## config.mk

```make
export PLATFORM = sky130hd
export DESIGN_NAME = pwr_halt_ctrl
export DESIGN_NICKNAME = d
export VERILOG_FILES = /design/src/rtl/phc_pkg.sv /design/src/rtl/phc_downcnt.sv /design/src/rtl/phc_clkmap.sv /design/src/rtl/pwr_halt_ctrl.sv
export SDC_FILE = /design/constraint.sdc
export NUM_CORES = 1
export LEC_CHECK = 0
export BUFFER_PORTS_ARGS = -buffer_cell sky130_fd_sc_hd__clkbuf_2
export CAP_MARGIN = 15
export CORE_MARGIN = 2
export CORE_UTILIZATION = 34
export DETAILED_ROUTE_END_ITERATION = 10
export SYNTH_ARGS = -nofsm -noshare
export SYNTH_HDL_FRONTEND = slang
export SYNTH_SLANG_ARGS = --single-unit
```

## constraint.sdc

```tcl
create_clock -name clk -period 3.41 [get_ports clk]
set_input_delay 0.5115 -clock clk [delete_from_list [all_inputs] [get_ports clk]]
set_output_delay 0.5115 -clock clk [all_outputs]
set_load 0.1 [all_outputs]
```

## src/rtl/phc_pkg.sv

```systemverilog
package phc_pkg;

  typedef enum logic [2:0] {
    ST_RUN   = 3'd0,
    ST_AHALT = 3'd1,
    ST_HALT  = 3'd2,
    ST_DELAY = 3'd3,
    ST_GHALT = 3'd4
  } phc_state_e;

  typedef struct packed {
    logic cpu;
    logic osc;
    logic tb;
    logic per;
  } phc_clk_t;

  localparam logic [1:0] MODE_RUN   = 2'b00;
  localparam logic [1:0] MODE_AHALT = 2'b01;
  localparam logic [1:0] MODE_HALT  = 2'b10;
  localparam logic [1:0] MODE_DELAY = 2'b11;

  localparam logic [1:0] MASK_ON_HALT = 2'b10;

  // Stabilisation length in cycles for a given select value.
  function automatic int unsigned wake_delay(input logic long_sel,
                                             input int unsigned short_n,
                                             input int unsigned long_n);
    return long_sel ? long_n : short_n;
  endfunction

  // Two-bit status code seen at the boundary for each internal state.
  function automatic logic [1:0] mode_of(input phc_state_e s);
    case (s)
      ST_RUN:   return MODE_RUN;
      ST_AHALT: return MODE_AHALT;
      ST_DELAY: return MODE_DELAY;
      default:  return MODE_HALT;
    endcase
  endfunction

endpackage

```

## src/rtl/phc_downcnt.sv

```systemverilog
module phc_downcnt #(
  parameter int W = 12
) (
  input  logic         clk,
  input  logic         rst,
  input  logic         load,
  input  logic [W-1:0] load_val,
  input  logic         run,
  output logic [W-1:0] value,
  output logic         zero
);

  logic [W-1:0] cnt_q;

  always_ff @(posedge clk) begin
    if (rst) begin
      cnt_q <= '0;
    end else if (load) begin
      cnt_q <= load_val;
    end else if (run && (cnt_q != '0)) begin
      cnt_q <= cnt_q - 1'b1;
    end
  end

  assign value = cnt_q;
  assign zero  = (cnt_q == '0);

endmodule

```

## src/rtl/phc_clkmap.sv

```systemverilog
module phc_clkmap
  import phc_pkg::*;
(
  input  phc_state_e state,
  output phc_clk_t   clk_en,
  output logic [1:0] mode,
  output logic       mask_force
);

  always_comb begin
    clk_en = '{cpu: 1'b0, osc: 1'b0, tb: 1'b0, per: 1'b0};
    case (state)
      ST_RUN:   clk_en = '{cpu: 1'b1, osc: 1'b1, tb: 1'b1, per: 1'b1};
      ST_AHALT: clk_en = '{cpu: 1'b0, osc: 1'b1, tb: 1'b1, per: 1'b0};
      ST_DELAY: clk_en = '{cpu: 1'b0, osc: 1'b1, tb: 1'b0, per: 1'b0};
      default:  clk_en = '{cpu: 1'b0, osc: 1'b0, tb: 1'b0, per: 1'b0};
    endcase
  end

  assign mode       = mode_of(state);
  assign mask_force = (state == ST_AHALT) || (state == ST_HALT) || (state == ST_GHALT);

endmodule

```

## src/rtl/pwr_halt_ctrl.sv

```systemverilog
module pwr_halt_ctrl
  import phc_pkg::*;
#(
  parameter int unsigned SHORT_DLY = 256,
  parameter int unsigned LONG_DLY  = 4096
) (
  input  logic       clk,
  input  logic       rst,
  input  logic       halt_req,
  input  logic       osc_irq_en,
  input  logic       wdg_active,
  input  logic       long_dly_sel,
  input  logic       ext_irq,
  input  logic       tb_irq,
  input  logic       wake_rst,
  output logic       cpu_clk_en,
  output logic       osc_clk_en,
  output logic       tb_clk_en,
  output logic       periph_clk_en,
  output logic       mask_force,
  output logic [1:0] mask_val,
  output logic       irq_service,
  output logic       fetch_vec,
  output logic       wdg_rst_req,
  output logic [1:0] mode
);

  localparam int CNT_W = $clog2(LONG_DLY);

  phc_state_e state_q, state_d;
  logic       dly_is_rst_q;
  logic       guard_on_q;
  logic       irq_q, fetch_q, wdg_q;

  logic [CNT_W-1:0] dly_last;
  logic [CNT_W-1:0] d_val, g_val;
  logic             d_zero, g_zero;

  // Named events, also observed by the checker.
  logic hreq_ok, guard_drop, ah_irq_wake, tb_only_wake;
  logic rst_wake, halt_irq_wake, dly_start, dly_done, guard_end;

  assign dly_last = CNT_W'(wake_delay(long_dly_sel, SHORT_DLY, LONG_DLY) - 1);

  assign guard_drop    = (state_q == ST_RUN) && guard_on_q && !g_zero && !osc_irq_en;
  assign hreq_ok       = (state_q == ST_RUN) && halt_req && !guard_drop;
  assign ah_irq_wake   = (state_q == ST_AHALT) && !wake_rst && (ext_irq || tb_irq);
  assign tb_only_wake  = ah_irq_wake && !ext_irq;
  assign rst_wake      = wake_rst && ((state_q == ST_AHALT) || (state_q == ST_HALT) ||
                                      (state_q == ST_GHALT));
  assign halt_irq_wake = (state_q == ST_HALT) && !wake_rst && ext_irq;
  assign dly_start     = rst_wake || halt_irq_wake;
  assign dly_done      = (state_q == ST_DELAY) && d_zero;
  assign guard_end     = guard_on_q && g_zero;

  always_comb begin
    state_d = state_q;
    case (state_q)
      ST_RUN: begin
        if (guard_drop)   state_d = ST_GHALT;
        else if (hreq_ok) state_d = osc_irq_en ? ST_AHALT : ST_HALT;
      end
      ST_AHALT: begin
        if (rst_wake)         state_d = ST_DELAY;
        else if (ah_irq_wake) state_d = ST_RUN;
      end
      ST_HALT: begin
        if (dly_start) state_d = ST_DELAY;
      end
      ST_DELAY: begin
        if (d_zero) state_d = ST_RUN;
      end
      ST_GHALT: begin
        if (rst_wake)       state_d = ST_DELAY;
        else if (guard_end) state_d = ST_RUN;
      end
      default: state_d = ST_RUN;
    endcase
  end

  always_ff @(posedge clk) begin
    if (rst) begin
      state_q      <= ST_RUN;
      dly_is_rst_q <= 1'b0;
      guard_on_q   <= 1'b0;
      irq_q        <= 1'b0;
      fetch_q      <= 1'b0;
      wdg_q        <= 1'b0;
    end else begin
      state_q <= state_d;
      if (dly_start) dly_is_rst_q <= rst_wake;
      if (tb_only_wake)                          guard_on_q <= 1'b1;
      else if (hreq_ok || rst_wake || guard_end) guard_on_q <= 1'b0;
      irq_q   <= ah_irq_wake || (dly_done && !dly_is_rst_q);
      fetch_q <= dly_done && dly_is_rst_q;
      wdg_q   <= hreq_ok && !osc_irq_en && wdg_active;
    end
  end

  phc_downcnt #(.W(CNT_W)) u_dly_cnt (
    .clk      (clk),
    .rst      (rst),
    .load     (dly_start),
    .load_val (dly_last),
    .run      (state_q == ST_DELAY),
    .value    (d_val),
    .zero     (d_zero)
  );

  phc_downcnt #(.W(CNT_W)) u_guard_cnt (
    .clk      (clk),
    .rst      (rst),
    .load     (tb_only_wake),
    .load_val (dly_last),
    .run      (guard_on_q),
    .value    (g_val),
    .zero     (g_zero)
  );

  phc_clk_t clk_en;

  phc_clkmap u_map (
    .state      (state_q),
    .clk_en     (clk_en),
    .mode       (mode),
    .mask_force (mask_force)
  );

  assign cpu_clk_en    = clk_en.cpu;
  assign osc_clk_en    = clk_en.osc;
  assign tb_clk_en     = clk_en.tb;
  assign periph_clk_en = clk_en.per;
  assign mask_val      = MASK_ON_HALT;
  assign irq_service   = irq_q;
  assign fetch_vec     = fetch_q;
  assign wdg_rst_req   = wdg_q;

  logic unused_cnt;
  assign unused_cnt = ^{d_val, g_val};

endmodule

```

## Word-level counts from Yosys, hierarchy flattened

Index checks and enable logic that the tools add are counted.

- Multiplexer cells: 19
- Equality and inequality tests: 9
- Add/subtract/negate cells: 3
- Reduce and logical (&&, ||, !) cells: 41

Operator list:

| cell | count |
|---|---|
| 12-bit two-way mux | 4 |
| 12-bit by 1-bit subtractor with 12-bit output, second input constant | 3 |
| 12-bit zero test | 2 |
| 3-bit two-way mux | 8 |
| 12-bit nonzero test | 2 |
| 1-bit logical AND | 19 |
| 3-bit one-hot mux with 5 select lines | 1 |
| 4-bit one-hot mux with 3 select lines | 1 |
| 9-bit two-way mux | 1 |
| 3-bit inequality test, second input constant | 3 |
| 1-bit logical OR | 7 |
| 3-bit by 2-bit equality test with 1-bit output, second input constant | 2 |
| 1-bit zero test | 6 |
| 2-bit one-hot mux with 3 select lines | 1 |
| 2-bit nonzero test | 3 |
| 5-bit AND reduction | 1 |
| 2-bit inequality test, second input constant | 2 |
| 3-bit by 1-bit equality test with 1-bit output, second input constant | 1 |
| 3-bit equality test, second input constant | 1 |
| 3-bit zero test | 1 |
| 1-bit two-way mux | 2 |
| 2-bit two-way mux | 1 |

- Output and inout bits: 12
- Flip-flop bits (word level): 32
- Word-level logic and storage cells: 80

## Logic depth before layout (Yosys ltp)

Gate-level depths: netlist of run 1.

- Word-level depth: 10
- Gate-level depth with buffers: 8
- Gate-level depth less buffers: 7

## Hierarchy

From an unflattened synthesis of run 1, not the netlist that was laid out.

- Cell total of the unflattened synthesis: 261
- Area, all modules: 2108.3 um^2

By module, submodules not included:

| module | times used | cells each | area an instance (um^2) | sequential area each (um^2) |
|---|---|---|---|---|
| phc_downcnt | 2 | 90 | 753.2 | 240.2 |
| pwr_halt_ctrl | 1 | 71 | 549.3 | 160.2 |
| phc_clkmap | 1 | 10 | 52.6 | 0.0 |

## Least setup slack after synthesis of run 1

No wires, ideal clock.

- Path kind: register -> register
- Start point: register state_q[1]
- End point: register dly_is_rst_q
- Data required time: 3.318 ns
- Buffers on the path: 1
- Stages on the path, launching flop included: 6
- Setup time: 0.092 ns
- Period minus slack after synthesis: 3.111 ns
- Slack: 0.299 ns
- Arrival time: 3.019 ns
- Path through: dfxtp_1 > clkbuf_1 > or2_2 > a21oi_1 > a21oi_1 > a311oi_1

- Word-level cells in the longest chain between the ends: 5

Ends and longest elaborated chain:

| item | line | RTL |
|---|---|---|
| from (decl) | pwr_halt_ctrl.sv:30 | `phc_state_e state_q, state_d;` |
| from (signal assigned) | pwr_halt_ctrl.sv:90 | `state_q <= state_d;` |
| 3-bit by 1-bit equality test with 1-bit output or 3-bit by 2-bit equality test with 1-bit output (tied branches) | -- |  |
| 1-bit logical OR | -- |  |
| 1-bit logical OR (*) | -- |  |
| named net mask_force | pwr_halt_ctrl.sv:20 | `output logic mask_force,` |
| 1-bit logical AND (*) | pwr_halt_ctrl.sv:49 | `assign rst_wake = wake_rst && ((state_q == ST_AHALT) \|\| (state_q == ST_HALT) \|\|` |
| 1-bit logical OR | pwr_halt_ctrl.sv:52 | `assign dly_start = rst_wake \|\| halt_irq_wake;` |
| to (signal assigned) | pwr_halt_ctrl.sv:91 | `if (dly_start) dly_is_rst_q <= rst_wake;` |
| to (decl) | pwr_halt_ctrl.sv:31 | `logic dly_is_rst_q;` |

Mark *: on every way through the listed nets, which the timed path passes. The rest lies on a longest branch.
A chain may end at the register's enable or synchronous reset.

## Worst setup path in the final report of run 1

- Start point: register u_guard_cnt.cnt_q[0], in the netlist u_guard_cnt.value[0]
- End point: register u_guard_cnt.cnt_q[7], in the netlist u_guard_cnt.value[7]

- Word-level cells in the longest chain between the ends: 3

Ends and longest elaborated chain:

| item | line | RTL |
|---|---|---|
| from (decl) | phc_downcnt.sv:13 | `logic [W-1:0] cnt_q;` |
| from (signal assigned) | phc_downcnt.sv:19 | `cnt_q <= load_val;` |
| from (signal assigned) | phc_downcnt.sv:21 | `cnt_q <= cnt_q - 1'b1;` |
| 12-bit by 1-bit subtractor with 12-bit output or 12-bit nonzero test (tied branches) | phc_downcnt.sv:21, phc_downcnt.sv:20 |  |
| 12-bit two-way mux or 1-bit logical AND (tied branches) | phc_downcnt.sv:20 | `end else if (run && (cnt_q != '0)) begin` |
| 12-bit two-way mux or 2-bit nonzero test (tied branches) | -- |  |

Parallel ways exist; a longest one is shown, timed or not. The select of a mux whose other input is x is not followed.

==> out/qor.yml, run 1 <==
placement:
  io_buffers: 18
  gp_congestion: 0.787
  dp_hpwl_um: 2560
global_route:
  grt_usage_pct: 12.9
  grt_use_met2_pct: 19.0
  grt-busiest-layer: "met2"
  antenna_found_initial: 0
  grt_pass1_vias: 1349
  grt_max_degree: 28
  grt_use_met3_pct: 3.76
  grt_pass1_wl_um: 6210
  use_met1_pct: 17.3
  gr-total-overflow: 0
cts:
  cts_buffers: 5
  cts_resized: 0
  clk_pin_slew_worst_paths_ps: 70
  cts.sinks: 32
  cts_tree: "done"
  cts_buffer_depth: 2
  cts_hold_buf: 0
  clk_latency_ps: 290
  cts_root_buf: "clkbuf_8"
  h-tree-depth: 2
  postCtsSetupRepairBufs: 0
synth:
  yosys-top-cells-area: "dfxtp_1 (35%), xnor2_1 (10%), a21oi_1 (8.8%)"
  ys_seq_area_share_pct: 35.3
  syn_nets: 229
  avgSynthCellArea_sq_um: 8.40
  synth.top_cell.area_share_pct: 35.3
  synth_top_cell_by_area: "dfxtp_1"
  async_flop_share_pct: 0
  synth_cell_types: 46
  synth-edff-count: 0
  syn_area_sq_mm: 0.00181
  syn_inst: 216
  synth_common_cells: "a21oi_1 (32), dfxtp_1 (32), xnor2_1 (21)"
  synth-seq-cells: 32
  synth-main-ff-cell: "dfxtp_1"
  synth_warnings: 0
worst_hold_path:
  hold_depth: 3
  hold_path_class: "input pin to flop"
  hp-start: "wdg_active"
  min_to: "wdg_rst_req$_SDFF_PP0_"
detailed_routing:
  drcViolationCount: 0
  viasPerCell: 5.04
  vias: 1507
  antenna_left: 0
  wl_per_cell_um: 12.1
  drt-initial-drc-count: 63
  dr.pass1.iters: 5
  routed_wl_um: 3630
die:
  start_util_pct: 35.3
  row_count: 26
  dieArea_sq_mm: 0.00594
  die_h_um: 77.0
  die_x_um: 77.0
  core_area_sq_mm: 0.00514
  io_pins: 21
sta:
  maxSlewHeadroom_pct: 60.2
  timing.fmax_mhz: 424
  setup_tns_ps: 0
  clock_skew_ps: 3.78
  setup_violations: 0
  fin_crit_sh_pct: 69.2
  drv_slew: 0
  finalCriticalPeriod_ps: 2360
  grt_setup_unrepaired: "no"
  worstMarginPinSlew_ps: 596
  hold_viol: 0
final_layout:
  area_growth_pct: 11.7
  fin_nets: 241
  fillCellCount: 564
  final_core_util_pct: 39.4
  diodes: 0
  drive_above_1_share_pct: 18.3
run:
  drv_cap: 0
power:
  power_frac_comb_pct: 54.3
  p_int_uw: 945
  p_seq_share_pct: 30.8
  peakVddDrop_mv: 0.383
  switching_share_pct: 50.7
  power.density_mw_per_mm2: 946
  clock_power_share_pct: 14.9
  p_leak_nw: 0.758
  power_switching_uw: 972
worst_setup_path:
  end_kind: "flop"
  regToRegSetupSlack_ps: 1050
  rr_startpoint: "u_guard_cnt.value[0]$_SDFFE_PP0P_"
  start_kind: "flop"
  cp.arrival_ps: 2510
  required_ps: 3560
  reg2reg_depth: 8
  r2r_end: "u_guard_cnt.value[7]$_SDFFE_PP0P_"
  cp_max_fo: 8
  crit_type: "flop to flop"
run_status:
  run_status: "completed"
==> cell type report <==
class | count | area, sq um | area share (%)
Inverter | 7 | 26.3 | 1.30
Multi-Input combinational cell | 161 | 1070 | 52.9
Clock inverter | 3 | 18.8 | 0.926
Tap cell | 70 | 87.6 | 4.32
Clock buffer | 5 | 68.8 | 3.40
Timing Repair Buffer | 21 | 113 | 5.56
Sequential cell | 32 | 641 | 31.6
==> worst max-delay path: stages (launching register included) <==
cell	delay (ps)
dfxtp_1	320
inv_1	110
ha_1	150
or4b_2	640
o31ai_1	460
buf_4	260
nor3_1	70
xnor2_1	140
a21oi_1	80
==> worst max path at each step <==
stage	end	slack, ps	from	depth (start not counted)
final	u_guard_cnt.value[7]$_SDFFE_PP0P_	1050	u_guard_cnt.value[0]$_SDFFE_PP0P_	8
after CTS	mask_force	1030	state_q[2]$_SDFFE_PP0P_	4
after global placement	u_guard_cnt.value[7]$_SDFFE_PP0P_	1140	u_guard_cnt.value[0]$_SDFFE_PP0P_	8
after detailed placement	u_guard_cnt.value[9]$_SDFFE_PP0P_	1070	u_guard_cnt.value[0]$_SDFFE_PP0P_	8
after global routing	u_guard_cnt.value[9]$_SDFFE_PP0P_	840	u_guard_cnt.value[0]$_SDFFE_PP0P_	8
after floorplan	dly_is_rst_q$_SDFFE_PP0P_	300	state_q[1]$_SDFFE_PP0P_	5
==> routing by layer <==
| metal | wire, um | up-vias | part of all wire (%) |
|---|---|---|---|
| met1 | 1870 | 696 | 51 |
| met2 | 1560 | 18 | 43 |
| li1 | - | 786 | - |
| met4 | 74 | 0 | 2.0 |
| met5 | 0 | - | 0 |
| met3 | 123 | 7 | 3.4 |
==> sequential cells by signal, indices dropped and copies added (netlist names) <==
| signal | count |
|---|---|
| u_dly_cnt.value | 12 |
| fetch_vec | 1 |
| state_q | 3 |
| irq_service | 1 |
| guard_on_q | 1 |
| dly_is_rst_q | 1 |
| u_guard_cnt.value | 12 |
| wdg_rst_req | 1 |
==> cell families (layout without fill, tap and decap cells) <==
kind of cell	after synthesis	in the layout	synth area share [%]
AO/OA/AOI/OAI	51	51	17.2
AND/OR/NAND/NOR	78	78	25.9
buffers and inverters	23	36	5.59
XOR/XNOR	24	24	11.6
adder cells (fa/ha/maj)	4	4	2.76
multiplexers	2	2	1.17
other	2	2	0.414
flip-flops	32	32	35.3
==> power groups by stage <==
stage	Clock, mW	Combinational [mW]	Sequential (mW)
2_1_floorplan	0	0.932	0.558
3_3_place_gp	0	1.04	0.596
3_5_place_dp	0	1.04	0.597
4_1_cts	0.298	1.05	0.589
5_1_grt	0.313	1.14	0.604
6_report	0.286	1.04	0.590
==> stage by stage <==
stage	power, mW	area, sq um	cells	hold WS, ps	setup WS [ps]
3_5_place_dp	1.64	1940	291	491	1070
4_1_cts	1.93	2030	299	435	1030
2_1_floorplan	1.49	1810	216	468	299
6_report	1.92	2030	299	436	1050
3_3_place_gp	1.64	1940	291	493	1140
5_1_grt	2.05	2030	299	467	843
==> layout by cell type, fill, tap and decap left out, types with 2 or more instances in the layout <==
master    instances
or4_1             4
nand2b_1          5
nand3b_1          3
xnor2_1          21
nand2_1           6
nor4_1            9
clkinv_2          2
nor4_2            2
clkbuf_2         18
inv_1             7
or2_2             2
or4b_2            2
o31ai_1           3
clkbuf_8          5
buf_4             3
nor2_1           18
dfxtp_1          32
a21oi_1          32
nor2b_1           2
nor4b_1           2
or3_1             5
conb_1            2
o21ai_0           3
nor3b_1           2
o21bai_1          3
nor3_1            9
ha_1              4
xor2_1            3
No activity file was read; power rests on OpenSTA's default activity.
==> run 2, diff against run 1 <==
- clock period: 3.41 -> 2.25 ns (I/O delays scaled with it)
==> run 2 against run 1 <==
Critical path depth is 3 lower. First-iteration DRC count is 16% higher. Sequential cell count stayed put. Combinational power up 66%. Fmax increased by 13%. Sequential share of layout area is 1.8 points lower. Register-to-register slack got worse by 890 ps. Hold slack got worse by 170 ps. Setup slack got worse by 890 ps. Sequential power up 44%. Global-route usage rose by 0.53 points. Via count up 3.3%. Critical path type unchanged. Highest routed layer unchanged.
==> out/qor.yml, run 2 (synthesized netlist as in run 1, its figures left out) <==
sta:
  finalCriticalPeriod_ps: 2090  # -266 ps
  grt_setup_unrepaired: "no"
  worstMarginPinSlew_ps: 541  # -54.3 ps
  maxSlewHeadroom_pct: 64.1  # +3.9 points
  timing.fmax_mhz: 478  # +13%
  hold_viol: 0  # unchanged
  setup_violations: 0  # unchanged
  hold_slack_ps: 265  # -172 ps
  drv_slew: 0  # unchanged
  setup_tns_ps: 0  # unchanged
  fin_crit_sh_pct: 93.0  # +24 points
  clock_skew_ps: 5.95  # +2.17 ps
detailed_routing:
  dr.pass1.iters: 4  # -1
  wl_per_cell_um: 12.3  # +1.1%
  routed_wl_um: 3770  # +3.8%
  antenna_left: 0  # unchanged
  drt-initial-drc-count: 73  # +16%
  vias: 1557  # +3.3%
  drcViolationCount: 0  # unchanged
  viasPerCell: 5.07  # +0.63%
global_route:
  antenna_found_initial: 0  # unchanged
  grt_usage_pct: 13.4  # +0.53 points
  gr-total-overflow: 0  # unchanged
  grt_pass1_wl_um: 6470  # +4.1%
  grt_pass1_vias: 1425  # +5.6%
  grt_max_degree: 28  # unchanged
final_layout:
  final_cell_mix: "dfxtp_1 (32), a21oi_1 (31), xnor2_1 (21)"
  design_area_sq_mm: 0.00215  # +5.9%
  fillCellCount: 551  # -2.3%
  fin_nets: 249  # +3.3%
  diodes: 0  # unchanged
  area_growth_pct: 18.3
  stdcell_count: 307  # +2.7%
  drive_above_1_share_pct: 22.4  # +4.0 points
  final_common_cell: "dfxtp_1"
worst_setup_path:
  regToRegSetupSlack_ps: 160  # -890 ps
  cp_slowest_cell: "or4_1"
  slowest_delay_ps: 720  # +80 ps
  start_kind: "flop"
  r2r_end: "u_guard_cnt.value[11]$_SDFFE_PP0P_"
  required_ps: 2410  # -1150 ps
  crit_type: "flop to flop"
  reg2reg_depth: 5  # -3
  cp.arrival_ps: 2250  # -260 ps
  cp_max_fo: 6  # -2
  endpoint: "u_guard_cnt.value[11]$_SDFFE_PP0P_"
  startpoint: "u_guard_cnt.value[4]$_SDFFE_PP0P_"
  crit_chain: "or4_1 > or3_4 > nor4_2 > xnor2_1 > a21oi_1"
  end_kind: "flop"
  rr_startpoint: "u_guard_cnt.value[4]$_SDFFE_PP0P_"
placement:
  place_inst: 299  # +2.7%
  dp_hpwl_um: 2610  # +1.7%
  placed_area_sq_mm: 0.00202  # +3.9%
  io_buffers: 18  # unchanged
  gp_congestion: 0.769  # -2.2%
die:
  dieArea_sq_mm: 0.00594  # unchanged
  start_util_pct: 35.3  # unchanged
  core_area_sq_mm: 0.00514  # unchanged
  die_h_um: 77.0  # unchanged
  row_count: 26  # unchanged
  io_pins: 21  # unchanged
  die_x_um: 77.0  # unchanged
power:
  peakVddDrop_mv: 0.604  # +58%
  p_leak_nw: 0.807  # +6.4%
  p_total_mw: 3.12  # +63%
  power.density_mw_per_mm2: 1450  # +54%
run:
  drv_cap: 0  # unchanged
cts:
  cts_resized: 0  # unchanged
  cts_buffer_depth: 2  # unchanged
  cts_tree: "done"
  cts_buffers: 5  # unchanged
  h-tree-depth: 2  # unchanged
  clk_latency_ps: 280  # about the same
  cts.sinks: 32  # unchanged
  postCtsSetupRepairBufs: 0  # unchanged
  clk_pin_slew_worst_paths_ps: 70  # about the same
  cts_hold_buf: 0  # unchanged
  cts_root_buf: "clkbuf_8"
worst_hold_path:
  hold_path_class: "input pin to flop"
run_status:
  run_status: "completed"
run 2: cell types whose count changed in the layout (fill, tap and decap cells not counted), moves of 2 or more:
cell      change
buf_4        +11
nor2_2        +2
nor2_1        -2
clkbuf_2      -3
run 2: per-layer routing:
| metal | vias up | GRT usage [%] | share of wire, % |
|---|---|---|---|
| li1 | 805 | - | - |
| met1 | 713 | 18.3 | 50 |
| met2 | 35 | 20.0 | 45 |
| met3 | 4 | 4.71 | 4.2 |
| met4 | 0 | 3.75 | 0.69 |
| met5 | - | 0 | 0 |
run 2: cell type report:
cell class	instances	area (sq um)	share of cell area [%]
Multi-Input combinational cell	161	1100	51.5
Sequential cell	32	641	29.8
Timing Repair Buffer	29	180	8.39
Tap cell	70	87.6	4.08
Clock buffer	6	72.6	3.38
Clock inverter	2	35.0	1.63
Inverter	7	26.3	1.22
run 2: through the flow:
step	util [%]	worst slack, ps
3_3_place_gp	39.2	115
3_5_place_dp	39.2	59.7
5_1_grt	41.8	49.0
6_report	41.8	157
4_1_cts	41.3	49.4
2_1_floorplan	-	-173
run 2: worst min-delay path by stage:
| stage | from | to | slack, ps | depth (start not counted) |
|---|---|---|---|---|
| after global routing | wdg_active | wdg_rst_req$_SDFF_PP0_ | 290 | 3 |
| final | wdg_active | wdg_rst_req$_SDFF_PP0_ | 260 | 3 |
| after CTS | wdg_active | wdg_rst_req$_SDFF_PP0_ | 260 | 3 |
| after global placement | dly_is_rst_q$_SDFFE_PP0P_ | fetch_vec$_SDFF_PP0_ | 490 | 1 |
| after detailed placement | dly_is_rst_q$_SDFFE_PP0P_ | fetch_vec$_SDFF_PP0_ | 490 | 1 |
| after floorplan | ext_irq | dly_is_rst_q$_SDFFE_PP0P_ | 450 | 1 |
run 2: worst max-delay path: cells and delay by family (launching register included):
| family | cells | cell delay (ps) |
|---|---|---|
| xor+xnor | 1 | 150 |
| flops | 1 | 350 |
| compound gates | 1 | 80 |
| simple gates | 3 | 1400 |
run 2: report_power, final:
group          total, mW  switching (mW)  internal [mW]
logic               1.73            1.16          0.572
registers          0.851           0.136          0.715
clock network      0.537           0.208          0.328
total               3.12            1.50           1.62
==> run 3, diff against run 2 <==
- ABC_AREA: default -> 1
- CTS_BUF_LIST: default -> sky130_fd_sc_hd__clkbuf_4
==> run 3 against run 2 <==
Power is 4.0% higher. Setup slack improved by 65 ps. Largest cell class unchanged. Clock skew up 1.6 ps. Synthesized cell count increased by 36%. First-iteration DRC count increased by 21%. Combinational power is 21% higher. Critical endpoint is now tb_clk_en.
==> out/qor.yml, run 3 <==
run_status:
  run_status: "completed"
cts:
  cts_hold_buf: 0  # unchanged
  cts_resized: 0  # unchanged
  clk_pin_slew_worst_paths_ps: 100  # +30 ps
  cts_buffers: 5  # unchanged
  cts_buffer_depth: 2  # unchanged
  h-tree-depth: 2  # unchanged
  cts.sinks: 32  # unchanged
  postCtsSetupRepairBufs: 0  # unchanged
  cts_root_buf: "clkbuf_4"
  cts_tree: "done"
  clk_latency_ps: 340  # +60 ps
power:
  p_int_mw: 1.38  # -15%
  power.density_mw_per_mm2: 1540  # +5.6%
  clock_power_share_pct: 9.5  # -7.7 points
  p_total_mw: 3.24  # +4.0%
  switching_share_pct: 57.5  # +9.2 points
  peakVddDrop_mv: 0.644  # +6.6%
  p_seq_share_pct: 26.0  # -1.3 points
  p_leak_nw: 1.04  # +29%
  power_frac_comb_pct: 64.5  # +9.0 points
  power_switching_mw: 1.86  # +24%
synth:
  synth_top_family_by_area: "simple AND/OR/NAND/NOR gates"
  avgSynthCellArea_sq_um: 6.58  # -22%
  yosys-mux-area-fraction_pct: 0  # -1.2 points
  syn_area_sq_mm: 0.00193  # +6.6%
  synth_common_cells: "nand2_1 (54), nor2_1 (46), inv_1 (34)"
  synth.most_common_cell: "nand2_1"
  yosys-top-cells-area: "dfxtp_1 (33%), nand2_1 (10%), nor2_1 (8.9%)"
  synth-adder-area-share_pct: 2.59  # -0.17 points
  synth_cell_types: 35  # -24%
  syn_nets: 307  # +34%
  ys_seq_area_share_pct: 33.1  # -2.2 points
  async_flop_share_pct: 0  # unchanged
  synth-main-ff-cell: "dfxtp_1"
  synth-edff-count: 0  # unchanged
  synth_simple_gate_area_share_pct: 34.4  # +8.5 points
  synth_warnings: 0  # unchanged
  synth_xor_area_share_pct: 1.81  # -9.8 points
  synth_top_cell_by_area: "dfxtp_1"
  synth_compound_area_share_pct: 16.8  # -0.49 points
  syn_inst: 294  # +36%
  synth.top_cell.area_share_pct: 33.1  # -2.2 points
  synth-seq-cells: 32  # unchanged
sta:
  setup_violations: 0  # unchanged
  fin_crit_sh_pct: 90.2  # -2.9 points
  clock_skew_ps: 7.50  # +1.56 ps
  setup_tns_ps: 0  # unchanged
  hold_viol: 0  # unchanged
  hold_slack_ps: 237  # -27.6 ps
  maxSlewHeadroom_pct: 58.6  # -5.5 points
  grt_setup_unrepaired: "no"
  timing.fmax_mhz: 493  # +3.2%
  finalCriticalPeriod_ps: 2030  # -65.1 ps
  fin_ws_ps: 222  # +65.1 ps
  drv_slew: 0  # unchanged
  worstMarginPinSlew_ps: 621  # +79.3 ps
detailed_routing:
  vias: 1856  # +19%
  viasPerCell: 4.85  # -4.5%
  antenna_left: 0  # unchanged
  drt-initial-drc-count: 88  # +21%
  routed_wl_um: 4380  # +16%
  drcViolationCount: 0  # unchanged
  wl_per_cell_um: 11.4  # -6.8%
  dr.pass1.iters: 4  # unchanged
global_route:
  grt_usage_pct: 15.2  # +1.8 points
  grt_pass1_vias: 1750  # +23%
  gr-total-overflow: 0  # unchanged
  grt_pass1_wl_um: 7550  # +17%
  antenna_found_initial: 0  # unchanged
  grt_max_degree: 21  # -25%
final_layout:
  final_cell_mix: "nand2_1 (54), nor2_1 (45), inv_1 (34)"
  final_common_cell: "nand2_1"
  diodes: 0  # unchanged
  fillCellCount: 578  # +4.9%
  drive_above_1_share_pct: 15.1  # -7.3 points
  area_growth_pct: 9.25
  fin_nets: 324  # +30%
  design_area_sq_mm: 0.00211  # -1.6%
die:
  start_util_pct: 35.1  # -0.17 points
  io_pins: 21  # unchanged
  row_count: 27  # +3.8%
  dieArea_sq_mm: 0.00631  # +6.3%
  die_h_um: 79.4  # +3.1%
  core_area_sq_mm: 0.00551  # +7.1%
  die_x_um: 79.4  # +3.1%
worst_setup_path:
  cp_slowest_cell: "clkbuf_2"
  crit_top_cell: "inv_1"
  crit_chain: "nor2_1 > nand2_1 > inv_1 > nor2_4 > inv_1 > clkbuf_2"
  cp_max_fo: 5  # -1
  required_ps: 1910  # -500 ps
  slowest_delay_ps: 440  # -280 ps
  crit_type: "flop to output port"
  cp.arrival_ps: 1690  # -560 ps
  start_kind: "flop"
  end_kind: "output port"
run:
  drv_cap: 0  # unchanged
placement:
  dp_hpwl_um: 3350  # +28%
  dpl_worst_slack_ps: 567  # +507 ps
  placed_area_sq_mm: 0.00207  # +2.6%
  io_buffers: 18  # unchanged
  gp_congestion: 0.857  # +11%
worst_hold_path:
  hold_path_class: "input pin to flop"
## run 3: cell types whose count changed after synthesis, moves of 9 or more
cell and delta:
inv_1 +27, o21ai_1 +14, xnor2_1 -21, nand3_1 +19, nor4_1 -9, nand2_1 +48, a21oi_1 -12, nor2_1 +28
## run 3: layer usage
metal / track usage [%] / vias up / part of all wire, %
met1: 17.8 / 840 / 46
li1: - / 977 / -
met4: 5.17 / 0 / 1.3
met3: 3.39 / 7 / 3.3
met5: 0 / - / 0
met2: 27.1 / 32 / 49
## run 3: cells by family after synthesis
logic type | after synthesis
AO/OA/AOI/OAI | 58
flip-flops | 32
XOR/XNOR | 4
adder cells (fa/ha/maj) | 4
buffers and inverters | 48
AND/OR/NAND/NOR | 146
other | 2
## run 3: critical path: cells and delay by family (launching register included)
kind,cells,cell delay (ps)
buf+inv,3,630
flops,1,360
simple gates,3,360
## run 3: metrics by stage
| stage | utilization, % | instances |
|---|---|---|
| after global routing | 38.4 | 383 |
| after CTS | 38.4 | 383 |
| after floorplan | - | 294 |
| after detailed placement | 37.6 | 376 |
| after global placement | 37.6 | 376 |
| final | 38.4 | 383 |
## run 3: final cells by class
| cell class | count | area [sq um] | share of cell area (%) |
|---|---|---|---|
| Multi-Input combinational cell | 214 | 1090 | 51.6 |
| Sequential cell | 32 | 641 | 30.3 |
| Inverter | 39 | 150 | 7.10 |
| Timing Repair Buffer | 19 | 97.6 | 4.62 |
| Tap cell | 72 | 90.1 | 4.26 |
| Clock buffer | 5 | 37.5 | 1.78 |
| Clock inverter | 2 | 7.51 | 0.355 |
## run 3: worst paths after layout
check / startpoint / end / slack [ps] / cells after the start
min: wdg_active / wdg_rst_req$_SDFF_PP0_ / 240 / 3
min reg2reg: dly_is_rst_q$_SDFFE_PP0P_ / fetch_vec$_SDFF_PP0_ / 490 / 2
max: state_q[0]$_SDFFE_PP0P_ / tb_clk_en / 220 / 6
max reg2reg: u_guard_cnt.value[0]$_SDFFE_PP0P_ / u_guard_cnt.value[7]$_SDFFE_PP0P_ / 550 / 11
## run 3: power groups by stage
stage                     Sequential (mW)  Combinational, mW  Clock [mW]
final                               0.842               2.09       0.309
after detailed placement            0.854               2.09           0
after floorplan                     0.852               1.78           0
after global placement              0.853               2.08           0
after global routing                0.866               2.33       0.350
after CTS                           0.841               2.10       0.325
